[config.mk]
export PLATFORM = sky130hd
export DESIGN_NAME = rx_ring_engine
export DESIGN_NICKNAME = d
export VERILOG_FILES = /design/src/rtl/rx_ring_pkg.sv /design/src/rtl/rx_ring_next.sv /design/src/rtl/rx_wb_seq.sv /design/src/rtl/rx_int_stat.sv /design/src/rtl/rx_ring_engine.sv
export SDC_FILE = /design/constraint.sdc
export NUM_CORES = 1
export LEC_CHECK = 0
export ABC_AREA = 1
export BUFFER_PORTS_ARGS = -buffer_cell sky130_fd_sc_hd__buf_2
export CAP_MARGIN = 20
export CELL_PAD_IN_SITES_DETAIL_PLACEMENT = 1
export CELL_PAD_IN_SITES_GLOBAL_PLACEMENT = 2
export CORE_MARGIN = 2
export CORE_UTILIZATION = 33
export CTS_BUF_LIST = sky130_fd_sc_hd__clkbuf_16
export CTS_CLUSTER_SIZE = 12
export DETAILED_ROUTE_END_ITERATION = 10
export PLACE_DENSITY = 0.86
export SYNTH_ARGS = -nofsm -noshare
export SYNTH_HDL_FRONTEND = slang
export SYNTH_HIERARCHICAL = 1
export SYNTH_SLANG_ARGS = --single-unit
[constraint.sdc]
create_clock -name clk_i -period 4.6 [get_ports clk_i]
set_input_delay 0 -clock clk_i [delete_from_list [all_inputs] [get_ports clk_i]]
set_output_delay 0 -clock clk_i [all_outputs]
set_load 0.005 [all_outputs]
[src/rtl/rx_ring_pkg.sv]
package rx_ring_pkg;
  localparam int DESC_BYTES = 16;
  localparam int OFF_WC     = 8;
  localparam int OFF_DMA    = 12;
  localparam int ST_W       = 6;
  localparam int ST_DONE    = 0;
  localparam int ST_EMPTY   = 5;
  localparam int WD_W       = 32;

  typedef enum logic [1:0] {
    WB_IDLE = 2'd0,
    WB_WC   = 2'd1,
    WB_DMA  = 2'd2
  } wb_state_e;
endpackage

[src/rtl/rx_ring_next.sv]
module rx_ring_next
  import rx_ring_pkg::*;
#(
  parameter int AW = 32
) (
  input  logic [AW-1:0] cur_i,
  input  logic [AW-1:0] base_i,
  input  logic [AW-1:0] last_i,
  output logic [AW-1:0] nxt_o
);
  logic [AW-1:0] last_slot;
  assign last_slot = base_i + last_i;
  assign nxt_o = (cur_i == last_slot) ? base_i : cur_i + AW'(DESC_BYTES);
endmodule

[src/rtl/rx_wb_seq.sv]
module rx_wb_seq
  import rx_ring_pkg::*;
#(
  parameter int AW = 32,
  parameter int LW = 14
) (
  input  logic            clk_i,
  input  logic            rst_ni,
  input  logic            start_i,
  input  logic            abort_i,
  input  logic [AW-1:0]   slot_i,
  input  logic [LW-1:0]   len_i,
  input  logic [15:0]     mac_stat_i,
  input  logic [7:0]      dma_stat_i,
  output logic            busy_o,
  output logic            done_o,
  output logic            mem_req_o,
  output logic [AW-1:0]   mem_addr_o,
  output logic [WD_W-1:0] mem_wdata_o,
  input  logic            mem_gnt_i
);
  localparam int PADW = 16 - LW;

  wb_state_e     state_q;
  logic [AW-1:0] slot_q;
  logic [LW-1:0] len_q;
  logic [15:0]   mac_q;
  logic [7:0]    dma_q;
  logic [15:0]   wc;

  assign wc = {{PADW{1'b0}}, len_q} + 16'd3;

  always_ff @(posedge clk_i or negedge rst_ni) begin
    if (!rst_ni) begin
      state_q <= WB_IDLE;
      slot_q  <= '0;
      len_q   <= '0;
      mac_q   <= '0;
      dma_q   <= '0;
    end else if (abort_i) begin
      state_q <= WB_IDLE;
    end else begin
      unique case (state_q)
        WB_IDLE: if (start_i) begin
          state_q <= WB_WC;
          slot_q  <= slot_i;
          len_q   <= len_i;
          mac_q   <= mac_stat_i;
          dma_q   <= dma_stat_i;
        end
        WB_WC:   if (mem_gnt_i) state_q <= WB_DMA;
        WB_DMA:  if (mem_gnt_i) state_q <= WB_IDLE;
        default: state_q <= WB_IDLE;
      endcase
    end
  end

  always_comb begin
    mem_addr_o  = '0;
    mem_wdata_o = '0;
    unique case (state_q)
      WB_WC: begin
        mem_addr_o  = slot_q + AW'(OFF_WC);
        mem_wdata_o = {mac_q, wc};
      end
      WB_DMA: begin
        mem_addr_o  = slot_q + AW'(OFF_DMA);
        mem_wdata_o = {24'd0, dma_q};
      end
      default: ;
    endcase
  end

  assign busy_o    = (state_q != WB_IDLE);
  assign mem_req_o = busy_o;
  assign done_o    = (state_q == WB_DMA) && mem_gnt_i && !abort_i;

  // an ungranted request keeps its address and data
  p_req_hold_r3: assert property (@(posedge clk_i) disable iff (!rst_ni)
    (mem_req_o && !mem_gnt_i && !abort_i) |=>
      (mem_req_o && $stable(mem_addr_o) && $stable(mem_wdata_o)));

  // the second beat lands 4 bytes above the first
  p_beat_order_r3: assert property (@(posedge clk_i) disable iff (!rst_ni)
    (state_q == WB_WC && mem_gnt_i && !abort_i) |=>
      (mem_addr_o == $past(mem_addr_o) + AW'(4)));

  // abort drops the request at once
  p_abort_r9: assert property (@(posedge clk_i) disable iff (!rst_ni)
    abort_i |=> !mem_req_o);
endmodule

[src/rtl/rx_int_stat.sv]
module rx_int_stat
  import rx_ring_pkg::*;
(
  input  logic            clk_i,
  input  logic            rst_ni,
  input  logic [ST_W-1:0] set_i,
  input  logic [ST_W-1:0] clr_i,
  output logic [ST_W-1:0] stat_o
);
  always_ff @(posedge clk_i or negedge rst_ni) begin
    if (!rst_ni) stat_o <= '0;
    else         stat_o <= (stat_o & ~clr_i) | set_i;
  end

  // a set beats a simultaneous clear
  p_set_wins_r7: assert property (@(posedge clk_i) disable iff (!rst_ni)
    (|set_i) |=> ((stat_o & $past(set_i)) == $past(set_i)));

  // bits not cleared and not set keep their value
  p_keep_r7: assert property (@(posedge clk_i) disable iff (!rst_ni)
    (set_i == '0 && clr_i == '0) |=> $stable(stat_o));
endmodule

[src/rtl/rx_ring_engine.sv]
module rx_ring_engine
  import rx_ring_pkg::*;
#(
  parameter int AW = 32,
  parameter int LW = 14
) (
  input  logic            clk_i,
  input  logic            rst_ni,
  input  logic [AW-1:0]   cfg_base_i,
  input  logic [AW-1:0]   cfg_last_i,
  input  logic            cfg_load_i,
  input  logic            sw_ptr_we_i,
  input  logic [AW-1:0]   sw_ptr_i,
  input  logic            frame_valid_i,
  output logic            frame_ready_o,
  input  logic [LW-1:0]   frame_len_i,
  input  logic [15:0]     frame_mac_stat_i,
  input  logic [7:0]      frame_dma_stat_i,
  output logic            mem_req_o,
  output logic [AW-1:0]   mem_addr_o,
  output logic [WD_W-1:0] mem_wdata_o,
  input  logic            mem_gnt_i,
  output logic [AW-1:0]   hw_ptr_o,
  output logic [ST_W-1:0] int_stat_o,
  input  logic [ST_W-1:0] int_clr_i
);
  logic [AW-1:0]   hw_q, sw_q, hw_nxt;
  logic            busy, done, start, fenced, empty_hit;
  logic [ST_W-1:0] st_set;

  rx_ring_next #(.AW(AW)) u_next (
    .cur_i (hw_q),
    .base_i(cfg_base_i),
    .last_i(cfg_last_i),
    .nxt_o (hw_nxt)
  );

  assign fenced        = (hw_q == sw_q);
  assign frame_ready_o = !busy && !fenced && !cfg_load_i;
  assign start         = frame_valid_i && frame_ready_o;
  assign empty_hit     = frame_valid_i && !busy && fenced && !cfg_load_i;

  rx_wb_seq #(.AW(AW), .LW(LW)) u_seq (
    .clk_i      (clk_i),
    .rst_ni     (rst_ni),
    .start_i    (start),
    .abort_i    (cfg_load_i),
    .slot_i     (hw_q),
    .len_i      (frame_len_i),
    .mac_stat_i (frame_mac_stat_i),
    .dma_stat_i (frame_dma_stat_i),
    .busy_o     (busy),
    .done_o     (done),
    .mem_req_o  (mem_req_o),
    .mem_addr_o (mem_addr_o),
    .mem_wdata_o(mem_wdata_o),
    .mem_gnt_i  (mem_gnt_i)
  );

  always_ff @(posedge clk_i or negedge rst_ni) begin
    if (!rst_ni) begin
      hw_q <= '0;
      sw_q <= '0;
    end else begin
      if (cfg_load_i) hw_q <= cfg_base_i;
      else if (done)  hw_q <= hw_nxt;
      if (sw_ptr_we_i) sw_q <= sw_ptr_i;
    end
  end

  always_comb begin
    st_set           = '0;
    st_set[ST_DONE]  = done;
    st_set[ST_EMPTY] = empty_hit;
  end

  rx_int_stat u_stat (
    .clk_i (clk_i),
    .rst_ni(rst_ni),
    .set_i (st_set),
    .clr_i (int_clr_i),
    .stat_o(int_stat_o)
  );

  assign hw_ptr_o = hw_q;

  // load takes the base
  p_load_r2: assert property (@(posedge clk_i) disable iff (!rst_ni)
    cfg_load_i |=> (hw_ptr_o == $past(cfg_base_i)));

  // outside a load the pointer only steps one descriptor or wraps to base
  p_step_r4: assert property (@(posedge clk_i) disable iff (!rst_ni)
    (!cfg_load_i && done) |=>
      (hw_ptr_o == $past(hw_ptr_o) + AW'(DESC_BYTES) || hw_ptr_o == $past(cfg_base_i)));

  // a fenced offer flags empty and holds the pointer
  p_fence_r5: assert property (@(posedge clk_i) disable iff (!rst_ni)
    (frame_valid_i && !frame_ready_o && !mem_req_o && !cfg_load_i) |=>
      (int_stat_o[ST_EMPTY] && $stable(hw_ptr_o)));

  // each completed write-back flags done
  p_done_r6: assert property (@(posedge clk_i) disable iff (!rst_ni)
    (mem_req_o && mem_gnt_i && mem_addr_o == hw_ptr_o + AW'(OFF_DMA) && !cfg_load_i) |=>
      int_stat_o[ST_DONE]);
endmodule

# Word-level counts from Yosys, hierarchy flattened
# Index checks and enable logic that the tools add are counted.
# word_totals
register_bits	142
inputBits	146
# op_classes
n_addsub	5
eq_ne	7
muxes	10
bitwise_logic	4
reduce_logical	16
# op_table
cell	n
32-bit one-hot mux with 2 select lines	2
32-bit 2-to-1 mux	3
32-bit by 4-bit adder with 32-bit output (second input constant)	2
32-bit equality test	2
32-bit adder	1
32-bit by 5-bit adder with 32-bit output (second input constant)	1
14-bit by 2-bit adder with 15-bit output (second input constant)	1
3-bit inequality test (second input constant)	3
1-bit logical AND	8
2-bit 2-to-1 mux	4
6-bit AND	1
6-bit inverter	1
6-bit bitwise OR	1
2-bit one-hot mux with 3 select lines	1
3-bit AND reduction	2
2-bit nonzero test	2
1-bit logical NOT	3
2-bit by 1-bit equality test with 1-bit output (second input constant)	1
2-bit equality test (second input constant)	1
2-bit logical NOT	1
1-bit inverter	1

# Logic depth before layout (Yosys ltp)
# depth
word_depth	8
depth_mapped	23
ltp_nobuf	21

# Modules after synthesis
# Netlist, hierarchy kept.
# modules_own_cells
mod	n_inst	cells_per_inst	area_each_um2	seq_area_each_um2
rx_wb_seq	1	681	4962.3	1801.7
rx_ring_next	1	798	3912.5	0.0
rx_ring_engine	1	501	3691.0	1601.5
rx_int_stat	1	30	240.2	150.1

# Least setup slack after synthesis
# Ideal clock, no wire load.
# synth_path
path_type	input port to flip-flop
startpoint	input port cfg_base_i[0]
endpoint	register hw_q[2], in the netlist hw_ptr_o[2]
setup_ns	0.128
arrival_ns	2.201
t_required_ns	4.472
setup_slack_ns	2.272
stages	21
n_path_buf	1
path_cell_list	ha_1 -> fa_1 -> nand3_1 -> nand3_1 -> nand3_1 -> nand3_1 -> nand2_1 -> nand2_1 -> nand2_1 -> nand2_1 -> inv_1 -> nand2_1 -> nor2_1 -> nand3_1 -> nor2_8 -> nand2_4 -> buf_6 -> nand2_1 -> nand2_1 -> nand3_1 -> o211ai_2
# synth_via
elab_chain_len	5
# synth_rtl
element	line	source
start: declaration	rx_ring_engine.sv:9	input logic [AW-1:0] cfg_base_i,
32-bit adder	rx_ring_next.sv:12	assign last_slot = base_i + last_i;
32-bit equality test	rx_ring_next.sv:13	assign nxt_o = (cur_i == last_slot) ? base_i : cur_i + AW'(DESC_BYTES);
32-bit 2-to-1 mux	rx_ring_next.sv:13	
net hw_nxt[2]	rx_ring_engine.sv:27	logic [AW-1:0] hw_q, sw_q, hw_nxt;
32-bit 2-to-1 mux	rx_ring_engine.sv:66	else if (done) hw_q <= hw_nxt;
32-bit 2-to-1 mux	rx_ring_engine.sv:65	if (cfg_load_i) hw_q <= cfg_base_i;
end signal: assignment	rx_ring_engine.sv:65	
end signal: assignment	rx_ring_engine.sv:66	
end: declaration	rx_ring_engine.sv:27	
# The timed path passes the listed nets, and every way through them passes these cells. The select of a mux whose other input is x is not followed.
# A chain may end at the register's enable or synchronous reset.

# Worst setup path in the final report
# layout_path
startpoint	input port cfg_base_i[0]
endpoint	register hw_q[23], in the netlist hw_ptr_o[23]
# The elaborated chain is that of the path after synthesis.

==> impl_metrics.ini <==
[cells_and_area]
final_common_cell = nand2_1
nets = 2535
layout_common_cells = nand2_1, inv_1, buf_2, nand3_1, nor2_1
diodes = 0
drive_above_1_share = 0.177
synthToLayoutAreaGrowth_pct = 26.7
fillers = 5077
fin_util = 0.422

[synth]
syn_avg_cell_area_um2 = 6.37
ys_ff_latch = 142
synth_seq_area_share = 0.277
synthDistinctLibCells = 47
ys.warnings.count = 6
synth_cells = 2010
synthesis.area_um2 = 12800

[timing]
period_needed_ps = 3390
hold_violations = 0
tns_ps = 0
finalClockSkew_ps = 9.11
tightestPinTransition_ps = 1070
rsz0062_at_grt = no
setup-violations-final = 0
slew_headroom = 0.288
fmax_mhz = 295
min_period_over_period = 0.738
whs_ps = 57.5
slew_viol_final = 0

[die]
placementRows = 72
dieArea_um2 = 40400
coreArea_um2 = 38500
start_util = 0.333
io-pin-count = 250
die_x_um = 201
die_h_um = 201

[setup_path]
critPathTopFamily = simple AND/OR/NAND/NOR gates
cp_num_buf_inv = 2
cp_slowest_cell = dlygate4sd3_1
crit_path_max_fanout = 32
worstPathRequired_ps = 4900
start_kind = primary input
path_common_cell = nand2_1
critPathKind = primary input to flip-flop
cpPeakStageDelay_ps = 530
path_cells = dlygate4sd3_1 > buf_2 > ha_1 > fa_1 > nand3_1 > nand3_1 > nand3_1 > nand3_1 > nand2_1 > nand2_1 > nand2_1 > nand2_1 > nand2_1 > nand2_1 > nor2_1 > nand2_1 > nor2_4 > nand2_4 > nand2_1 > nand2_1 > nand3_1 > o211ai_2
worstRegToRegCells = 12
endpoint_kind = flip-flop
cp.depth = 22
arrival_ps = 3690

[grt]
grt_remaining_overflow = 0
grtUsageTotal = 0.252
grt_pass1_wl_mm = 80.8
grt_pass1_vias = 15000
grt_antenna_before_repair = 0
grt_start_max_net_pins = 71

[detailed_routing]
vias = 14100
viasPerCell = 4.91
first_pass_iters = 5
postRouteAntennaNets = 0
drtIter0Drc = 680
wirelength_mm = 50.7
routedWlPerCell_um = 17.6
drc = 0

[run_status]
status = complete, no violations

[clock_network]
cts.sinks = 142
cts_tree = done
clock_path_buffers = 2
cts_inserted_buffers = 17
cts_hold_buf = 110
cts_resized = 0
insertion_delay_ps = 430
cts.htree.levels = 4
clkTransAtPathRegs_ps = 60
clock-root-buffer = clkbuf_16
postCtsSetupRepairBufs = 0

[pwr]
swShare = 0.445
leakage_nw = 8.82
power.density_nw_per_um2 = 400
combPwrFrac = 0.454
p_total_mw = 6.50
clkPwrFrac = 0.224
internal-power_mw = 3.60
p_seq_frac = 0.322
peakVddDrop_mv = 0.234
switchingPower_mw = 2.89

[hold_path]
min_path_cells = 4
hp-class = primary input to flip-flop

[placement]
dp_hpwl_mm = 38.4
globalplace.congestion = 0.825
io_buffers = 248

[run]
maxCapViolCount = 0
-- flip-flops by register name, summed over array words and instances (netlist names) --
name           flops
u_seq/mac_q       16
u_seq/len_q       14
hw_ptr_o          32
u_seq/state_q      2
u_seq/slot_q      32
sw_q              32
u_stat/stat_o      6
u_seq/dma_q        8
-- worst min-delay path, cell delays in order --
cell,delay [ps]
buf_2,90
inv_1,80
a21oi_1,120
a21oi_1,140
-- power groups by stage --
stage / logic [mW] / registers [mW] / clock network [mW]
after CTS: 2.95 / 2.07 / 1.49
after global routing: 3.33 / 2.15 / 1.53
after detailed placement: 2.86 / 2.09 / 0
after global placement: 2.77 / 2.06 / 0
after floorplan: 1.97 / 1.93 / 0
final: 2.95 / 2.09 / 1.45
-- routing by layer --
layer	vias up	wire [µm]	track usage	part of all wire
li1	6993	-	-	-
met1	6849	23100	0.319	0.46
met2	244	25500	0.460	0.50
met3	49	1230	0.0213	0.024
met4	0	876	0.0593	0.017
met5	-	0	0	0
-- synth_stat cells (all sizes together) --
library cell | count | area [µm²]
o21bai | 3 | 22.5
o21a | 2 | 15.0
and2 | 3 | 18.8
inv | 314 | 1180
mux2 | 35 | 394
nand3 | 197 | 998
or2 | 1 | 6.26
conb | 2 | 7.51
ha | 40 | 500
nor3b | 1 | 7.51
nor2 | 199 | 937
nor4 | 4 | 46.3
o22ai | 1 | 6.26
o211ai | 32 | 390
xor2 | 36 | 315
xnor2 | 19 | 166
a21o | 1 | 7.51
clkinv | 3 | 12.5
o2bb2ai | 2 | 17.5
nand4 | 14 | 87.6
dfrtp | 142 | 3550
a32o | 1 | 10.0
buf | 31 | 226
clkbuf | 23 | 86.3
o31ai | 4 | 30.0
fa | 1 | 20.0
nand3b | 7 | 52.6
a21oi | 113 | 569
nand2 | 687 | 2660
o21ai | 74 | 370
nor3 | 18 | 90.1
-- logic make-up after synthesis --
kind of cell / Yosys count / synth area share
flip-flops: 142 / 0.277
AO/OA/AOI/OAI: 233 / 0.112
buffers and inverters: 371 / 0.117
AND/OR/NAND/NOR: 1131 / 0.383
adder cells (fa/ha/maj): 41 / 0.0406
other: 2 / 0.000586
multiplexers: 35 / 0.0308
XOR/XNOR: 55 / 0.0376
-- metrics by stage --
stage	std cells	setup slack (ps)	area [µm²]
detailed placement	2737	1330	14500
global route	2879	898	16200
CTS	2879	1210	16200
floorplan	2013	2270	12800
global placement	2737	1450	14500
finish	2879	1210	16200
-- final cells by class --
cell class,count,area [µm²],area share
multi-input combinational,1500,7780,0.479
sequential,142,3550,0.219
timing repair buffer,370,2450,0.151
inverter,317,1190,0.0734
tap,518,648,0.0399
clock buffer,17,425,0.0262
clock inverter,15,180,0.0111
-- final timing paths --
check / from / end / slack (ps)
min in group asynchronous: rst_ni / u_stat/stat_o[2] / 150
worst min register to register: u_stat/stat_o[4] / u_stat/stat_o[4] / 470
worst min-delay path: mem_gnt_i / u_seq/state_q[0] / 60
worst max register to register: hw_ptr_o[26] / u_seq/slot_q[15] / 1590
worst max-delay path: cfg_base_i[0] / hw_ptr_o[23] / 1210
max in group asynchronous: rst_ni / hw_ptr_o[27] / 3360
No activity file was read; power rests on OpenSTA's default activity.
